### config.mk
export PLATFORM = sky130hd
export DESIGN_NAME = wol_magic_detect
export DESIGN_NICKNAME = d
export VERILOG_FILES = /design/src/rtl/wol_pkg.sv /design/src/rtl/wol_hdr_gate.sv /design/src/rtl/wol_seq_match.sv /design/src/rtl/wol_wake_flag.sv /design/src/rtl/wol_magic_detect.sv
export SDC_FILE = /design/constraint.sdc
export NUM_CORES = 1
export LEC_CHECK = 0
export ABC_CLOCK_PERIOD_IN_PS = 2100
export BUFFER_PORTS_ARGS = -buffer_cell sky130_fd_sc_hd__clkbuf_2
export CORE_ASPECT_RATIO = 1.75
export CORE_MARGIN = 2
export CORE_UTILIZATION = 40
export DETAILED_ROUTE_END_ITERATION = 10
export HOLD_SLACK_MARGIN = 0.05
export PLACE_DENSITY = 0.73
export SLEW_MARGIN = 20
export SYNTH_ARGS = -nofsm -noshare
export SYNTH_HDL_FRONTEND = slang
export SYNTH_SLANG_ARGS = --single-unit
export TNS_END_PERCENT = 10
### constraint.sdc
create_clock -name clk_i -period 2.1 [get_ports clk_i]
set_clock_uncertainty 0.15 [all_clocks]
set_input_delay 0.42 -clock clk_i [delete_from_list [all_inputs] [get_ports clk_i]]
set_output_delay 0.42 -clock clk_i [all_outputs]
set_load 0.02 [all_outputs]
### src/rtl/wol_pkg.sv
package wol_pkg;
  localparam int unsigned SYNC_LEN_DEF = 6;
  localparam int unsigned REPS_DEF     = 16;
  localparam int unsigned HDR_DEF      = 14;
  localparam int unsigned ADDR_BYTES   = 6;
  localparam logic [7:0]  SYNC_BYTE    = 8'hFF;
endpackage

### src/rtl/wol_hdr_gate.sv
module wol_hdr_gate #(
  parameter int unsigned HDR_BYTES = wol_pkg::HDR_DEF
) (
  input  logic clk_i,
  input  logic rst_ni,
  input  logic valid_i,
  input  logic sof_i,
  input  logic eof_i,
  output logic payload_o
);
  localparam int unsigned PW = $clog2(HDR_BYTES + 1);
  localparam logic [PW-1:0] HDR_L = PW'(HDR_BYTES);

  logic [PW-1:0] pos_q;

  assign payload_o = !sof_i && (pos_q >= HDR_L);

  always_ff @(posedge clk_i or negedge rst_ni) begin
    if (!rst_ni)                         pos_q <= '0;
    else if (eof_i)                      pos_q <= '0;
    else if (valid_i && sof_i)           pos_q <= PW'(1);
    else if (valid_i && pos_q < HDR_L)   pos_q <= pos_q + PW'(1);
  end
endmodule

### src/rtl/wol_seq_match.sv
module wol_seq_match #(
  parameter int unsigned SYNC_LEN = wol_pkg::SYNC_LEN_DEF,
  parameter int unsigned REPS     = wol_pkg::REPS_DEF
) (
  input  logic        clk_i,
  input  logic        rst_ni,
  input  logic        clr_i,
  input  logic        byte_vld_i,
  input  logic [7:0]  byte_i,
  input  logic [8*wol_pkg::ADDR_BYTES-1:0] addr_i,
  output logic        found_o
);
  import wol_pkg::*;
  localparam int unsigned FW = $clog2(SYNC_LEN + 1);
  localparam int unsigned RW = $clog2(REPS);
  localparam int unsigned BW = $clog2(ADDR_BYTES);
  localparam logic [FW-1:0] SYNC_L = FW'(SYNC_LEN);
  localparam logic [RW-1:0] LAST_R = RW'(REPS - 1);
  localparam logic [BW-1:0] LAST_B = BW'(ADDR_BYTES - 1);

  logic [7:0] addr_b [ADDR_BYTES];
  for (genvar g = 0; g < ADDR_BYTES; g++) begin : g_abyte
    // first transmitted byte sits in the top lane
    assign addr_b[g] = addr_i[8*(ADDR_BYTES-1-g) +: 8];
  end

  logic [FW-1:0] ff_q, ff_d;
  logic [RW-1:0] rep_q, rep_d;
  logic [BW-1:0] bidx_q, bidx_d;
  logic          found_q, found_d;
  logic          is_ff, synced, hit;

  assign is_ff  = (byte_i == SYNC_BYTE);
  assign synced = (ff_q == SYNC_L);
  assign hit    = (byte_i == addr_b[bidx_q]);

  always_comb begin
    ff_d = ff_q; rep_d = rep_q; bidx_d = bidx_q; found_d = found_q;
    if (clr_i) begin
      ff_d = '0; rep_d = '0; bidx_d = '0; found_d = 1'b0;
    end else if (byte_vld_i && !found_q) begin
      if (!synced) begin
        ff_d = is_ff ? ff_q + FW'(1) : '0;
      end else if (hit) begin
        if (bidx_q == LAST_B) begin
          bidx_d = '0;
          if (rep_q == LAST_R) found_d = 1'b1;
          else                 rep_d = rep_q + RW'(1);
        end else begin
          bidx_d = bidx_q + BW'(1);
        end
      end else if (is_ff && rep_q == '0 && bidx_q == '0) begin
        ff_d = ff_q; // sync run longer than required
      end else begin
        rep_d = '0; bidx_d = '0;
        ff_d  = is_ff ? FW'(1) : '0;
      end
    end
  end

  always_ff @(posedge clk_i or negedge rst_ni) begin
    if (!rst_ni) begin
      ff_q <= '0; rep_q <= '0; bidx_q <= '0; found_q <= 1'b0;
    end else begin
      ff_q <= ff_d; rep_q <= rep_d; bidx_q <= bidx_d; found_q <= found_d;
    end
  end

  assign found_o = found_q;
endmodule

### src/rtl/wol_wake_flag.sv
module wol_wake_flag (
  input  logic clk_i,
  input  logic rst_ni,
  input  logic set_i,
  input  logic clr_i,
  output logic wake_o
);
  logic wake_q;
  always_ff @(posedge clk_i or negedge rst_ni) begin
    if (!rst_ni)    wake_q <= 1'b0;
    else if (set_i) wake_q <= 1'b1; // set wins over clear
    else if (clr_i) wake_q <= 1'b0;
  end
  assign wake_o = wake_q;
endmodule

### src/rtl/wol_magic_detect.sv
module wol_magic_detect #(
  parameter int unsigned HDR_BYTES = wol_pkg::HDR_DEF,
  parameter int unsigned SYNC_LEN  = wol_pkg::SYNC_LEN_DEF,
  parameter int unsigned REPS      = wol_pkg::REPS_DEF
) (
  input  logic        clk_i,
  input  logic        rst_ni,
  input  logic        rx_valid_i,
  input  logic [7:0]  rx_data_i,
  input  logic        rx_sof_i,
  input  logic        rx_eof_i,
  input  logic        rx_crc_ok_i,
  input  logic [47:0] station_addr_i,
  input  logic        mp_en_i,
  input  logic        pwr_low_i,
  input  logic        wake_clr_i,
  output logic        wake_o
);
  logic armed, payload, found, seq_clr, wake_set;

  assign armed = pwr_low_i | mp_en_i;

  wol_hdr_gate #(.HDR_BYTES(HDR_BYTES)) u_hdr (
    .clk_i(clk_i), .rst_ni(rst_ni), .valid_i(rx_valid_i),
    .sof_i(rx_sof_i), .eof_i(rx_eof_i), .payload_o(payload)
  );

  assign seq_clr = (rx_valid_i & rx_sof_i) | rx_eof_i | !armed;

  wol_seq_match #(.SYNC_LEN(SYNC_LEN), .REPS(REPS)) u_seq (
    .clk_i(clk_i), .rst_ni(rst_ni), .clr_i(seq_clr),
    .byte_vld_i(rx_valid_i & payload), .byte_i(rx_data_i),
    .addr_i(station_addr_i), .found_o(found)
  );

  assign wake_set = rx_eof_i & rx_crc_ok_i & found & armed;

  wol_wake_flag u_flag (
    .clk_i(clk_i), .rst_ni(rst_ni), .set_i(wake_set),
    .clr_i(wake_clr_i), .wake_o(wake_o)
  );
endmodule

==> run metrics <==
outcome finished, violations left; failing checks negative setup slack; Synth warnings 0; # Max-Cap Violations 0; Synth Register Bits 16; Critical Path AT 2470 ps; Via Count 1929; Via density 5.591; layout cell share with drive strength beyond 1 46.96%; asr flop ratio synth 100.0%; dpl cells 332; Final Hold Fails 0; crit path kind reg -> reg; initial antenna violation count 0; Finished Layout Cells 345; Die X 53.22 um; Post-Syn Area 1695 um^2; min Tclk post-route 2474 ps; 1st-iter DRT viols 34; cell taking the most area after synthesis dfrtp_1; DR pass1 iterations 5; core footprint 4111 um^2; die area 4796 um^2; first-pass GRT wire length 7.831 mm; post-route ant nets 0; gr usage total 20.71%; Lkg Pwr 1.141 nW; H-tree Lvls 1; FMAX 404.3 MHz; largest net degree at the start of global routing 28; Placer Congestion 0.8645; multi-input logic area 1316 um^2; PnR worst setup slack -373.6 ps; DIE HEIGHT 90.13 um; VDD IR max 0.2025 mV; Synth area leaders dfrtp_1 24%, mux2i_1 14%, xnor2_1 8.3%; Crit path required time 2090 ps; Commonest cells post-synth 24 x mux2i_1, 19 x nor3_1, 16 x dfrtp_1, 16 x xnor2_1, 12 x nor2_1; fin crit share 117.8%; sequential area share after synthesis 23.62%; Syn Area/Cell 8.606 um^2; CP max stage cell dfrtp_2; most common flop cell mapped by yosys dfrtp_1; I/O pin cnt 66; most frequent cell after synthesis mux2i_1; final setup fails 11; drt total wl 5.065 mm; # fillers 377; ANT cells 0; Hold Crit Class in -> reg; Worst Tran Pin Value 585.4 ps; Post-Syn Nets 268; Startpoint Class flip-flop; Worst Setup End Kind flip-flop; pwr dens 327.8 nW/um^2; number of cells produced by synthesis 197; CTS root buffer clkbuf_8; FP Rows 31; Initial Util 41.24%; sum of negative setup slack -3502 ps; RSZ-0062 raised after global routing true; hold_ws 221.1 ps; GR Overflow Total 0; Netlist cell types 49; DRC violation count after routing 0; nets 368; CTS tree built; critical-path cell list buf_6, clkbuf_16, buf_4, mux2i_1, xnor2_1, o22ai_1, o22ai_2, nor4_4, buf_4, buf_4, nand3_1, nand2_1, a22o_1; Final Slew Violations 0; area added between synthesis and finish 50.26%; final core utilization 61.96%; # port buffers 65; FF/Latch Area 401.6 um^2; CP most frequent cell buf_4; slowest stage delay, CP 430 ps; vias in the first global route 1897; Rel. slew slack 60.83%; maximum buffer depth of the clock tree 2; DP HPWL 3.700 mm; Num Clock Sinks 16; area share of the largest cell type after synthesis 23.62%; EDFF count, synth 0; overall power 835.1 uW; cts bufs inserted 3; clk_lat worst skew 250 ps; Max FO, Critical Path 12; Reg clk slew, reported paths 60 ps; WL per Instance 14.68 um
[flip-flops by register name (all words and copies together) (netlist names)]
signal and flops:
u_flag.wake_o 1, u_seq.bidx_q 3, u_hdr.pos_q 4, u_seq.ff_q 3, u_seq.found_o 1, u_seq.rep_q 4
[layer usage]
metal  vias to the layer above  share of wire (%)  wire, um  GRT usage (%)
met3                        32                3.9       196          1.993
met5                         -                  0         0              0
met2                        95                 56      2819          37.86
met1                       869                 35      1752          21.66
li1                        933                  -         -              -
met4                         0                5.8       296          10.68
[what timing repair did]
| action | CTS | global route |
|---|---|---|
| pin swaps | 0 | 12 |
| gates resized for setup | 5 | 25 |
| setup buffers | 0 | 7 |
| endpoints found under the setup margin | 11 | 11 |
| hold buffers | 1 | 0 |
| gates cloned | 0 | 1 |
| endpoints found under the hold margin | 16 | 0 |
[report_power, final]
group | total [mW] | switching [mW] | internal (mW) | leakage [nW]
registers | 0.314 | 0.00286 | 0.311 | 0.220
clock network | 0.276 | 0.109 | 0.166 | 0.0288
logic | 0.246 | 0.115 | 0.131 | 0.892
total | 0.835 | 0.227 | 0.608 | 1.14
[final timing paths]
| check | start | to | slack [ps] | cells past startpoint |
|---|---|---|---|---|
| hold reg to reg | u_hdr.pos_q[2]$_DFFE_PN0P_ | u_hdr.pos_q[2]$_DFFE_PN0P_ | 380 | 1 |
| setup reg to reg | u_seq.bidx_q[1]$_DFFE_PN0P_ | u_seq.rep_q[3]$_DFFE_PN0P_ | -370 | 13 |
| max in group asynchronous | rst_ni | u_seq.bidx_q[1]$_DFFE_PN0P_ | 1020 | 2 |
| min in group asynchronous | rst_ni | u_seq.bidx_q[0]$_DFFE_PN0P_ | 470 | 2 |
| setup / recovery | u_seq.bidx_q[1]$_DFFE_PN0P_ | u_seq.rep_q[3]$_DFFE_PN0P_ | -370 | 13 |
| hold / removal | wake_clr_i | u_flag.wake_o$_DFFE_PN0P_ | 220 | 2 |
[through the flow]
step                      setup slack [ps]  instance area (um^2)
after global routing                -502.2                  2547
after detailed placement            -385.0                  2275
after floorplan                     -190.7                  1724
after global placement              -307.4                  2275
after CTS                           -301.3                  2359
final                               -373.6                  2547
[kinds of logic (layout without fill, tap and decap cells)]
family,Yosys count,in the layout,synth area share (%)
adders and majority gates,6,6,4.428
xor gates and xnor gates,16,16,8.265
muxes,25,25,14.83
buffers and inverters,16,115,5.831
and+or+nand+nor,68,68,21.63
AOI/OAI and AO/OA,50,50,21.40
DFF,16,16,23.62
[worst max-delay path: cells and delay by family, from the launching register on]
| kind | cells | cell delay [ps] |
|---|---|---|
| buffers and inverters | 5 | 730 |
| AOI/OAI and AO/OA | 3 | 530 |
| DFF | 1 | 430 |
| and+or+nand+nor | 3 | 210 |
| muxes | 1 | 180 |
| xor gates and xnor gates | 1 | 140 |
[cell type report]
class | instances | area share [%]
multi-input combinational | 165 | 51.67
timing repair buffer | 104 | 26.96
sequential | 16 | 15.77
tap | 49 | 2.407
clock buffer | 4 | 2.161
inverter | 7 | 1.031
[cells in the final DEF (no fill, tap or decap), types with 2 or more instances in the layout]
master,Yosys,layout
buf_6,2,3
nor2_1,12,12
nor3_2,0,5
mux2i_1,24,16
nand3_1,10,10
o22ai_2,2,5
inv_1,7,7
buf_12,1,3
nor3_1,19,14
ha_1,6,6
nand4_1,3,3
o21ai_2,1,2
nand2_1,9,9
o22ai_1,11,8
or2_4,0,3
a22o_1,4,4
a21oi_1,8,7
xnor2_1,16,16
o21a_1,11,11
clkbuf_2,0,65
mux2i_2,0,7
clkbuf_8,0,4
buf_4,1,31
dfrtp_1,16,15
Note: power is estimated with default switching activity, not from simulation.
